--- src/rtl/alu_pkg.sv ---
package alu_pkg;

    localparam int XLEN = 32;
    localparam int IMMW = 16;

    typedef enum logic [3:0] {
        OP_ADD_TRAP = 4'd0,
        OP_ADD_WRAP = 4'd1,
        OP_SUB_TRAP = 4'd2,
        OP_SUB_WRAP = 4'd3,
        OP_AND      = 4'd4,
        OP_OR       = 4'd5,
        OP_XOR      = 4'd6,
        OP_NOR      = 4'd7,
        OP_LT_S     = 4'd8,
        OP_LT_U     = 4'd9,
        OP_SHL      = 4'd10,
        OP_SHR_L    = 4'd11,
        OP_SHR_A    = 4'd12,
        OP_UPPER    = 4'd13,
        OP_RSV_E    = 4'd14,
        OP_RSV_F    = 4'd15
    } alu_op_e;

    typedef enum logic [1:0] {
        BSRC_REG  = 2'd0,
        BSRC_SIMM = 2'd1,
        BSRC_ZIMM = 2'd2,
        BSRC_RSV  = 2'd3
    } bsrc_e;

    typedef struct packed {
        logic vld;
        logic trap;
    } out_flags_t;

    // operations that drive the adder in subtract mode
    function automatic logic uses_sub(alu_op_e o);
        return (o == OP_SUB_TRAP) || (o == OP_SUB_WRAP) ||
               (o == OP_LT_S) || (o == OP_LT_U);
    endfunction

    function automatic logic can_trap(alu_op_e o);
        return (o == OP_ADD_TRAP) || (o == OP_SUB_TRAP);
    endfunction

endpackage

--- src/rtl/alu_operand_sel.sv ---
module alu_operand_sel
    import alu_pkg::*;
#(
    parameter int W  = XLEN,
    parameter int IW = IMMW
) (
    input  logic [1:0]    b_src,
    input  logic [W-1:0]  reg_b,
    input  logic [IW-1:0] imm,
    output logic [W-1:0]  opnd_b
);
    localparam int EXT = W - IW;

    bsrc_e sel;
    assign sel = bsrc_e'(b_src);

    always_comb begin
        unique case (sel)
            BSRC_SIMM: opnd_b = {{EXT{imm[IW-1]}}, imm};
            BSRC_ZIMM: opnd_b = {{EXT{1'b0}}, imm};
            default:   opnd_b = reg_b;
        endcase
    end
endmodule

--- src/rtl/alu_addsub.sv ---
module alu_addsub #(
    parameter int W = 32
) (
    input  logic [W-1:0] a,
    input  logic [W-1:0] b,
    input  logic         sub,
    output logic [W-1:0] sum,
    output logic         carry,
    output logic         ovf
);
    logic [W-1:0] bx;
    logic [W:0]   full;

    assign bx    = sub ? ~b : b;
    assign full  = {1'b0, a} + {1'b0, bx} + {{W{1'b0}}, sub};
    assign sum   = full[W-1:0];
    assign carry = full[W];
    // same-sign inputs whose sum changes sign
    assign ovf   = (a[W-1] == bx[W-1]) && (sum[W-1] != a[W-1]);
endmodule

--- src/rtl/alu_shifter.sv ---
module alu_shifter #(
    parameter int W  = 32,
    parameter int SW = $clog2(W)
) (
    input  logic [W-1:0]  din,
    input  logic [SW-1:0] amt,
    input  logic          to_left,
    input  logic          arith,
    output logic [W-1:0]  dout
);
    logic [W-1:0] rin;
    logic [W-1:0] rout;
    logic         fill;
    logic [W-1:0] stage [SW+1];

    // left shifts reuse the right shifter on a bit-reversed word
    for (genvar i = 0; i < W; i++) begin : g_rev
        assign rin[i]  = to_left ? din[W-1-i]  : din[i];
        assign dout[i] = to_left ? rout[W-1-i] : rout[i];
    end

    assign fill     = arith & ~to_left & din[W-1];
    assign stage[0] = rin;

    for (genvar k = 0; k < SW; k++) begin : g_stage
        localparam int D = 1 << k;
        assign stage[k+1] = amt[k] ? {{D{fill}}, stage[k][W-1:D]} : stage[k];
    end

    assign rout = stage[SW];
endmodule

--- src/rtl/alu_exec_stage.sv ---
module alu_exec_stage
    import alu_pkg::*;
#(
    parameter int W  = XLEN,
    parameter int IW = IMMW,
    parameter int SW = $clog2(W)
) (
    input  logic          clk,
    input  logic          rst,
    input  logic          in_vld,
    input  logic [3:0]    op,
    input  logic [1:0]    b_src,
    input  logic [W-1:0]  opa,
    input  logic [W-1:0]  opb,
    input  logic [IW-1:0] imm,
    input  logic [SW-1:0] shamt,
    output logic          res_vld,
    output logic [W-1:0]  result,
    output logic          ovf_trap
);
    localparam int LOW = W - IW;

    alu_op_e      opc;
    logic [W-1:0] bsel;
    logic [W-1:0] as_sum;
    logic         as_carry;
    logic         as_ovf;
    logic [W-1:0] sh_out;
    logic         lt_s;
    logic         lt_u;
    logic [W-1:0] nxt_res;
    out_flags_t   nxt_flags;
    out_flags_t   flags_q;

    assign opc = alu_op_e'(op);

    alu_operand_sel #(.W(W), .IW(IW)) u_bsel (
        .b_src  (b_src),
        .reg_b  (opb),
        .imm    (imm),
        .opnd_b (bsel)
    );

    alu_addsub #(.W(W)) u_addsub (
        .a     (opa),
        .b     (bsel),
        .sub   (uses_sub(opc)),
        .sum   (as_sum),
        .carry (as_carry),
        .ovf   (as_ovf)
    );

    alu_shifter #(.W(W), .SW(SW)) u_shift (
        .din     (opa),
        .amt     (shamt),
        .to_left (opc == OP_SHL),
        .arith   (opc == OP_SHR_A),
        .dout    (sh_out)
    );

    // compares come from the shared subtractor
    assign lt_s = as_sum[W-1] ^ as_ovf;
    assign lt_u = ~as_carry;

    always_comb begin
        unique case (opc)
            OP_ADD_TRAP, OP_ADD_WRAP,
            OP_SUB_TRAP, OP_SUB_WRAP: nxt_res = as_sum;
            OP_AND:   nxt_res = opa & bsel;
            OP_OR:    nxt_res = opa | bsel;
            OP_XOR:   nxt_res = opa ^ bsel;
            OP_NOR:   nxt_res = ~(opa | bsel);
            OP_LT_S:  nxt_res = {{(W-1){1'b0}}, lt_s};
            OP_LT_U:  nxt_res = {{(W-1){1'b0}}, lt_u};
            OP_SHL, OP_SHR_L, OP_SHR_A: nxt_res = sh_out;
            OP_UPPER: nxt_res = {imm, {LOW{1'b0}}};
            default:  nxt_res = '0;
        endcase
    end

    always_comb begin
        nxt_flags.trap = in_vld & can_trap(opc) & as_ovf;
        nxt_flags.vld  = in_vld & ~nxt_flags.trap;
    end

    always_ff @(posedge clk) begin
        if (rst) begin
            flags_q <= '0;
            result  <= '0;
        end else begin
            flags_q <= nxt_flags;
            result  <= nxt_res;
        end
    end

    assign res_vld  = flags_q.vld;
    assign ovf_trap = flags_q.trap;
endmodule

--- config.mk ---
export PLATFORM = sky130hd
export DESIGN_NAME = alu_exec_stage
export DESIGN_NICKNAME = d
export VERILOG_FILES = /design/src/rtl/alu_pkg.sv /design/src/rtl/alu_operand_sel.sv /design/src/rtl/alu_addsub.sv /design/src/rtl/alu_shifter.sv /design/src/rtl/alu_exec_stage.sv
export SDC_FILE = /design/constraint.sdc
export NUM_CORES = 1
export LEC_CHECK = 0
export BUFFER_PORTS_ARGS = -buffer_cell sky130_fd_sc_hd__clkbuf_2
export CAP_MARGIN = 20
export CORE_ASPECT_RATIO = 1.5
export CORE_MARGIN = 2
export CORE_UTILIZATION = 60
export DETAILED_ROUTE_END_ITERATION = 8
export PLACE_DENSITY = 0.83
export SYNTH_ARGS = -nofsm -noshare
export SYNTH_HDL_FRONTEND = slang
export SYNTH_SLANG_ARGS = --single-unit
--- constraint.sdc ---
create_clock -name clk -period 4.9 [get_ports clk]
set_input_delay 0.245 -clock clk [delete_from_list [all_inputs] [get_ports clk]]
set_output_delay 0.245 -clock clk [all_outputs]
set_load 0.1 [all_outputs]
Word level (Yosys, flattened, before mapping)
Cells that the tools add are included.
{"block": "totals", "regBits": 34, "inputBits": 94}
{"block": "classes", "add_sub_neg": 2, "eq_ne": 17, "n_mux": 72, "bitwise_logic": 14, "n_reduce_logical": 8}
{"operator": "case mux 32 bit (9 select lines)", "count": 1}
{"operator": "2-to-1 mux 32 bit", "count": 6}
{"operator": "2-to-1 mux 1 bit", "count": 64}
{"operator": "NOT 32 bit", "count": 2}
{"operator": "case mux 32 bit (2 select lines)", "count": 1}
{"operator": "adder 32 x 32 -> 33 bit", "count": 1}
{"operator": "adder 33 x 1 -> 33 bit", "count": 1}
{"operator": "bitwise AND 32 bit", "count": 1}
{"operator": "bitwise OR 32 bit", "count": 1}
{"operator": "XOR 32 bit", "count": 1}
{"operator": "== test 4 bit, second input constant", "count": 6}
{"operator": "== test 4 x 3 -> 1 bit, second input constant", "count": 4}
{"operator": "== test 4 x 2 -> 1 bit, second input constant", "count": 2}
{"operator": "bitwise AND 1 bit", "count": 5}
{"operator": "== test 4 x 1 -> 1 bit, second input constant", "count": 1}
{"operator": "logical NOT 4 bit", "count": 1}
{"operator": "logical OR 1 bit", "count": 4}
{"operator": "OR reduction 4 bit", "count": 1}
{"operator": "NOT 1 bit", "count": 3}
{"operator": "OR reduction 3 bit", "count": 1}
{"operator": "== test 2 x 1 -> 1 bit, second input constant", "count": 1}
{"operator": "== test 2 bit, second input constant", "count": 1}
{"operator": "== test 1 bit", "count": 1}
{"operator": "logical AND 1 bit", "count": 1}
{"operator": "other kinds (2)", "count": 2}

Depth between registers and ports, before layout
{"block": "logic_depth", "word_depth": 12, "mapped_depth": 17}

Modules after synthesis
A second synthesis with hierarchy kept.
{"block": "hier_totals", "cells_unflattened": 1259, "area_unflattened_um2": 9497.9}
{"mod": "alu_shifter", "n_inst": 1, "cells_per_inst": 465, "area_each_um2": 3562.2}
{"mod": "alu_exec_stage", "n_inst": 1, "cells_per_inst": 425, "area_each_um2": 3462.1}
{"mod": "alu_addsub", "n_inst": 1, "cells_per_inst": 276, "area_each_um2": 1983.2}
{"mod": "alu_operand_sel", "n_inst": 1, "cells_per_inst": 93, "area_each_um2": 490.5}

Worst setup path before layout
No wires, ideal clock.
{"block": "synth_timing", "path_type": "input -> register", "from": "in op[3]", "to": "reg result[14]", "setup_time_ps": 128, "arrival_time_ps": 3534, "path_slack_ps": 1239, "cell_stages": 15, "n_path_buf": 3, "cell_sequence": "buf_2 xor2_1 nor2b_1 clkbuf_1 buf_1 xnor2_1 ha_1 a21o_1 or4b_2 a41oi_1 o31ai_1 a21oi_1 xnor2_1 a221oi_1 nor2_1"}
{"block": "synth_between", "elab_chain_cells": 11, "elab_cells_between_ends": 50, "classes_between": "add/sub: 2; eq/ne: 13; mux: 26; bitwise: 3; reduce/logical: 6"}
{"item": "start, declared", "line": "alu_exec_stage.sv:11", "rtl": "input logic [3:0] op,"}
{"item": "parallel branches: the longest is 10 deep, another holds adder 32 x 32 -> 33 bit"}
{"item": "case mux 32 bit (9 select lines) (*)", "line": "alu_exec_stage.sv:66", "rtl": "unique case (opc)"}
{"item": "end signal, assigned", "line": "alu_exec_stage.sv:92", "rtl": "result <= nxt_res;"}
{"item": "end, declared", "line": "alu_exec_stage.sv:18", "rtl": "output logic [W-1:0] result,"}
Mark *: on every way between the ends.
A chain may end at the register's enable or synchronous reset.

Worst setup path in the final report
{"block": "layout_timing", "from": "in b_src[0]", "to": "reg result[30]"}
{"block": "layout_between", "elab_chain_cells": 7, "elab_cells_between_ends": 12, "classes_between": "add/sub: 2; eq/ne: 2; mux: 3; bitwise: 5"}
{"item": "start, declared", "line": "alu_exec_stage.sv:12", "rtl": "input logic [1:0] b_src,"}
{"item": "== test 2 bit or == test 2 x 1 -> 1 bit (tied branches)", "line": "alu_operand_sel.sv:18", "rtl": "unique case (sel)"}
{"item": "case mux 32 bit (2 select lines) (*)", "line": "alu_operand_sel.sv:18"}
{"item": "NOT 32 bit", "line": "alu_addsub.sv:14", "rtl": "assign bx = sub ? ~b : b;"}
{"item": "2-to-1 mux 32 bit", "line": "alu_addsub.sv:14"}
{"item": "adder 32 x 32 -> 33 bit", "line": "alu_addsub.sv:15", "rtl": "assign full = {1'b0, a} + {1'b0, bx} + {{W{1'b0}}, sub};"}
{"item": "adder 33 x 1 -> 33 bit", "line": "alu_addsub.sv:15"}
{"item": "case mux 32 bit (9 select lines) (*)", "line": "alu_exec_stage.sv:66"}
Every way passes the cells marked *; elsewhere a longest branch is shown, timed or not.

==> results.sh <==
export IMPL_run_status="finished, final reports clean"
export IMPL_cts_buffer_depth=2
export IMPL_p_leak_nw=4.48
export IMPL_port_buffers=127
export IMPL_synth_cells=1139
export IMPL_grt_max_degree=40
export IMPL_die_w_um=102
export IMPL_pin_count=128
export IMPL_clock_sinks=34
export IMPL_ys_types=73
export IMPL_drt_antenna_violating_nets=0
export IMPL_clockRootBuffer="clkbuf_16"
export IMPL_finalSetupViolations=0
export IMPL_grt_pass1_wl_um=56600
export IMPL_start_kind="input port"
export IMPL_p_int_mw=1.21
export IMPL_synth_edf_count=0
export IMPL_crit_required_ns=5.04
export IMPL_powerDensity_nw_per_um2=268
export IMPL_synth_nets=1333
export IMPL_cp_cell_sequence="clkbuf_2, inv_1, ha_1, nor2_1, a22oi_1, xnor2_1, ha_1, nand4_1, nor2_1, o211ai_1, and3_1, o31a_1, o21ai_0, xnor2_1, o22ai_1"
export IMPL_initial_utilization=0.617
export IMPL_cts_hold_buf=0
export IMPL_slew_headroom=0.261
export IMPL_wirelength_um=38000
export IMPL_max_freq_mhz=232
export IMPL_setup_tns_ns=0
export IMPL_synth_seq_area_share=0.0785
export IMPL_holdWs_ns=0.208
export IMPL_seqPwrFrac=0.124
export IMPL_crit_arrival_ns=4.45
export IMPL_firstDrtPassIters=6
export IMPL_drive_gt1_frac=0.197
export IMPL_drt_iter0_markers=1157
export IMPL_rsz0062_at_grt="no"
export IMPL_route_detailed_drc=0
export IMPL_nets=1414
export IMPL_layout_min_cycle_time_ns=4.31
export IMPL_finalNonFillerCells=1415
export IMPL_switching_share=0.532
export IMPL_htree_levels=2
export IMPL_hpwl_um=30200
export IMPL_path_depth=15
export IMPL_areaGrowthSynthToFinish_pct=11.2
export IMPL_ys_ff_latch=34
export IMPL_die_h_um=151
export IMPL_period_share=0.880
export IMPL_critPathKind="in2reg"
export IMPL_core_um2=14100
export IMPL_switchingPower_mw=1.38
export IMPL_worst_path_max_fanout=9
export IMPL_cts_tree="built"
export IMPL_grt_pass1_vias=9720
export IMPL_cp_num_buf_inv=2
export IMPL_viasPerCell=7.15
export IMPL_ir_worst_vdd_mv=0.229
export IMPL_max_stage_delay_ns=0.67
export IMPL_postCtsResizedCells=0
export IMPL_synthesis_area_um2=8680
export IMPL_drv_cap=0
export IMPL_cts_buffers=5
export IMPL_ys_warn_count=0
export IMPL_crit_family="simple AND/OR/NAND/NOR gates"
export IMPL_crit_start="b_src[0]"
export IMPL_finalMaxSlewViolations=0
export IMPL_place_congestion=1.10
export IMPL_hold_depth=3
export IMPL_worst_pin_slew_ns=1.10
export IMPL_syn_area_per_cell_um2=7.62
export IMPL_post_cts_buffers=0
export IMPL_path_clk_slew_ns=0.06
export IMPL_synth_ff_type="dfxtp_1"
export IMPL_hold_path_startpoint="in_vld"
export IMPL_p_comb_frac=0.716
export IMPL_finalHoldViolations=0
export IMPL_die_area_um2=15500
export IMPL_endpoint_kind="flop"
export IMPL_track_usage=0.490
export IMPL_grt_overflow=0
export IMPL_slowest_stage="nor2_1"
export IMPL_min_path_type="in2reg"
export IMPL_clockPowerShare=0.161
export IMPL_rows=53
export IMPL_power_mw=2.59
export IMPL_async_flop_share=0
export IMPL_antenna_found_initial=1
export IMPL_num_vias=10100
export IMPL_wl_per_cell_um=26.9
export IMPL_dp_cells=1405
-- layer usage --
| metal | vias to the layer above | routed length [µm] | track usage | share of wire |
|---|---|---|---|---|
| met5 | - | 0 | 0 | 0 |
| met4 | 0 | 4150 | 0.407 | 0.11 |
| met3 | 256 | 4760 | 0.134 | 0.13 |
| met2 | 813 | 16800 | 0.764 | 0.44 |
| met1 | 4659 | 12300 | 0.548 | 0.32 |
| li1 | 4391 | - | - | - |
-- sequential cells by signal, summed over array words and instances, names as in the netlist --
name      count
result       32
ovf_trap      1
res_vld       1
-- final timing paths --
check | end
hold / removal | res_vld
setup / recovery | result[30]
-- cell usage after synthesis, types with 14 or more instances --
cell type    n  area, µm²
nand2_1    102        383
ha_1        99       1240
inv_1       96        360
a21oi_1     93        465
nor2_1      68        255
clkbuf_1    55        206
xnor2_1     54        473
o21ai_0     50        250
mux2i_1     49        490
a22oi_1     41        308
mux4_2      40        901
xor2_1      35        307
dfxtp_1     34        681
nor3_1      21        105
o211ai_1    21        158
o22ai_1     21        131
a221oi_1    17        149
buf_1       16       60.1
a211oi_1    15        113
a21o_1      14        105
a31oi_1     14       87.6
nand3_1     14       70.1
-- area by class of cell --
type	instances	area, µm²
multi-input combinational	923	7290
clock inverter	3	68.8
sequential	34	681
tap	192	240
clock buffer	5	125
fill	1251	4410
timing repair buffer	157	865
inverter	99	372
antenna	2	5.00
-- metrics by stage --
step | utilization | worst slack, ns | instance area, µm²
floorplan | - | 1.24 | 8680
CTS | 0.686 | 0.799 | 9640
detailed placement | 0.672 | 0.519 | 9450
global placement | 0.671 | 0.106 | 9440
finish | 0.686 | 0.587 | 9650
global route | 0.686 | 0.514 | 9640
-- power groups by stage --
stage / logic [mW] / registers [mW] / clock network (mW)
2_1_floorplan: 1.03 / 0.555 / 0
3_3_place_gp: 1.76 / 0.324 / 0
3_5_place_dp: 1.77 / 0.325 / 0
4_1_cts: 1.78 / 0.320 / 0.407
5_1_grt: 1.95 / 0.322 / 0.422
6_report: 1.85 / 0.320 / 0.415
-- logic make-up after synthesis --
family | Yosys count | synth area share
muxes | 101 | 0.176
AOI/OAI and AO/OA | 357 | 0.276
xor gates and xnor gates | 89 | 0.0898
DFF | 34 | 0.0785
adders and majority gates | 100 | 0.145
buffers and inverters | 182 | 0.0832
and+or+nand+nor | 276 | 0.151
-- layout by cell type, fill, tap and decap left out, types with 20 or more instances in the layout --
cell        n
clkbuf_2  126
nand2_1   102
ha_1       99
inv_1      96
a21oi_1    93
nor2_1     67
xnor2_1    54
o21ai_0    50
mux2i_1    49
a22oi_1    41
mux4_2     40
xor2_1     35
dfxtp_1    34
buf_4      29
o22ai_1    21
o211ai_1   21
nor3_1     20
Power figures use the tool's default switching activity.
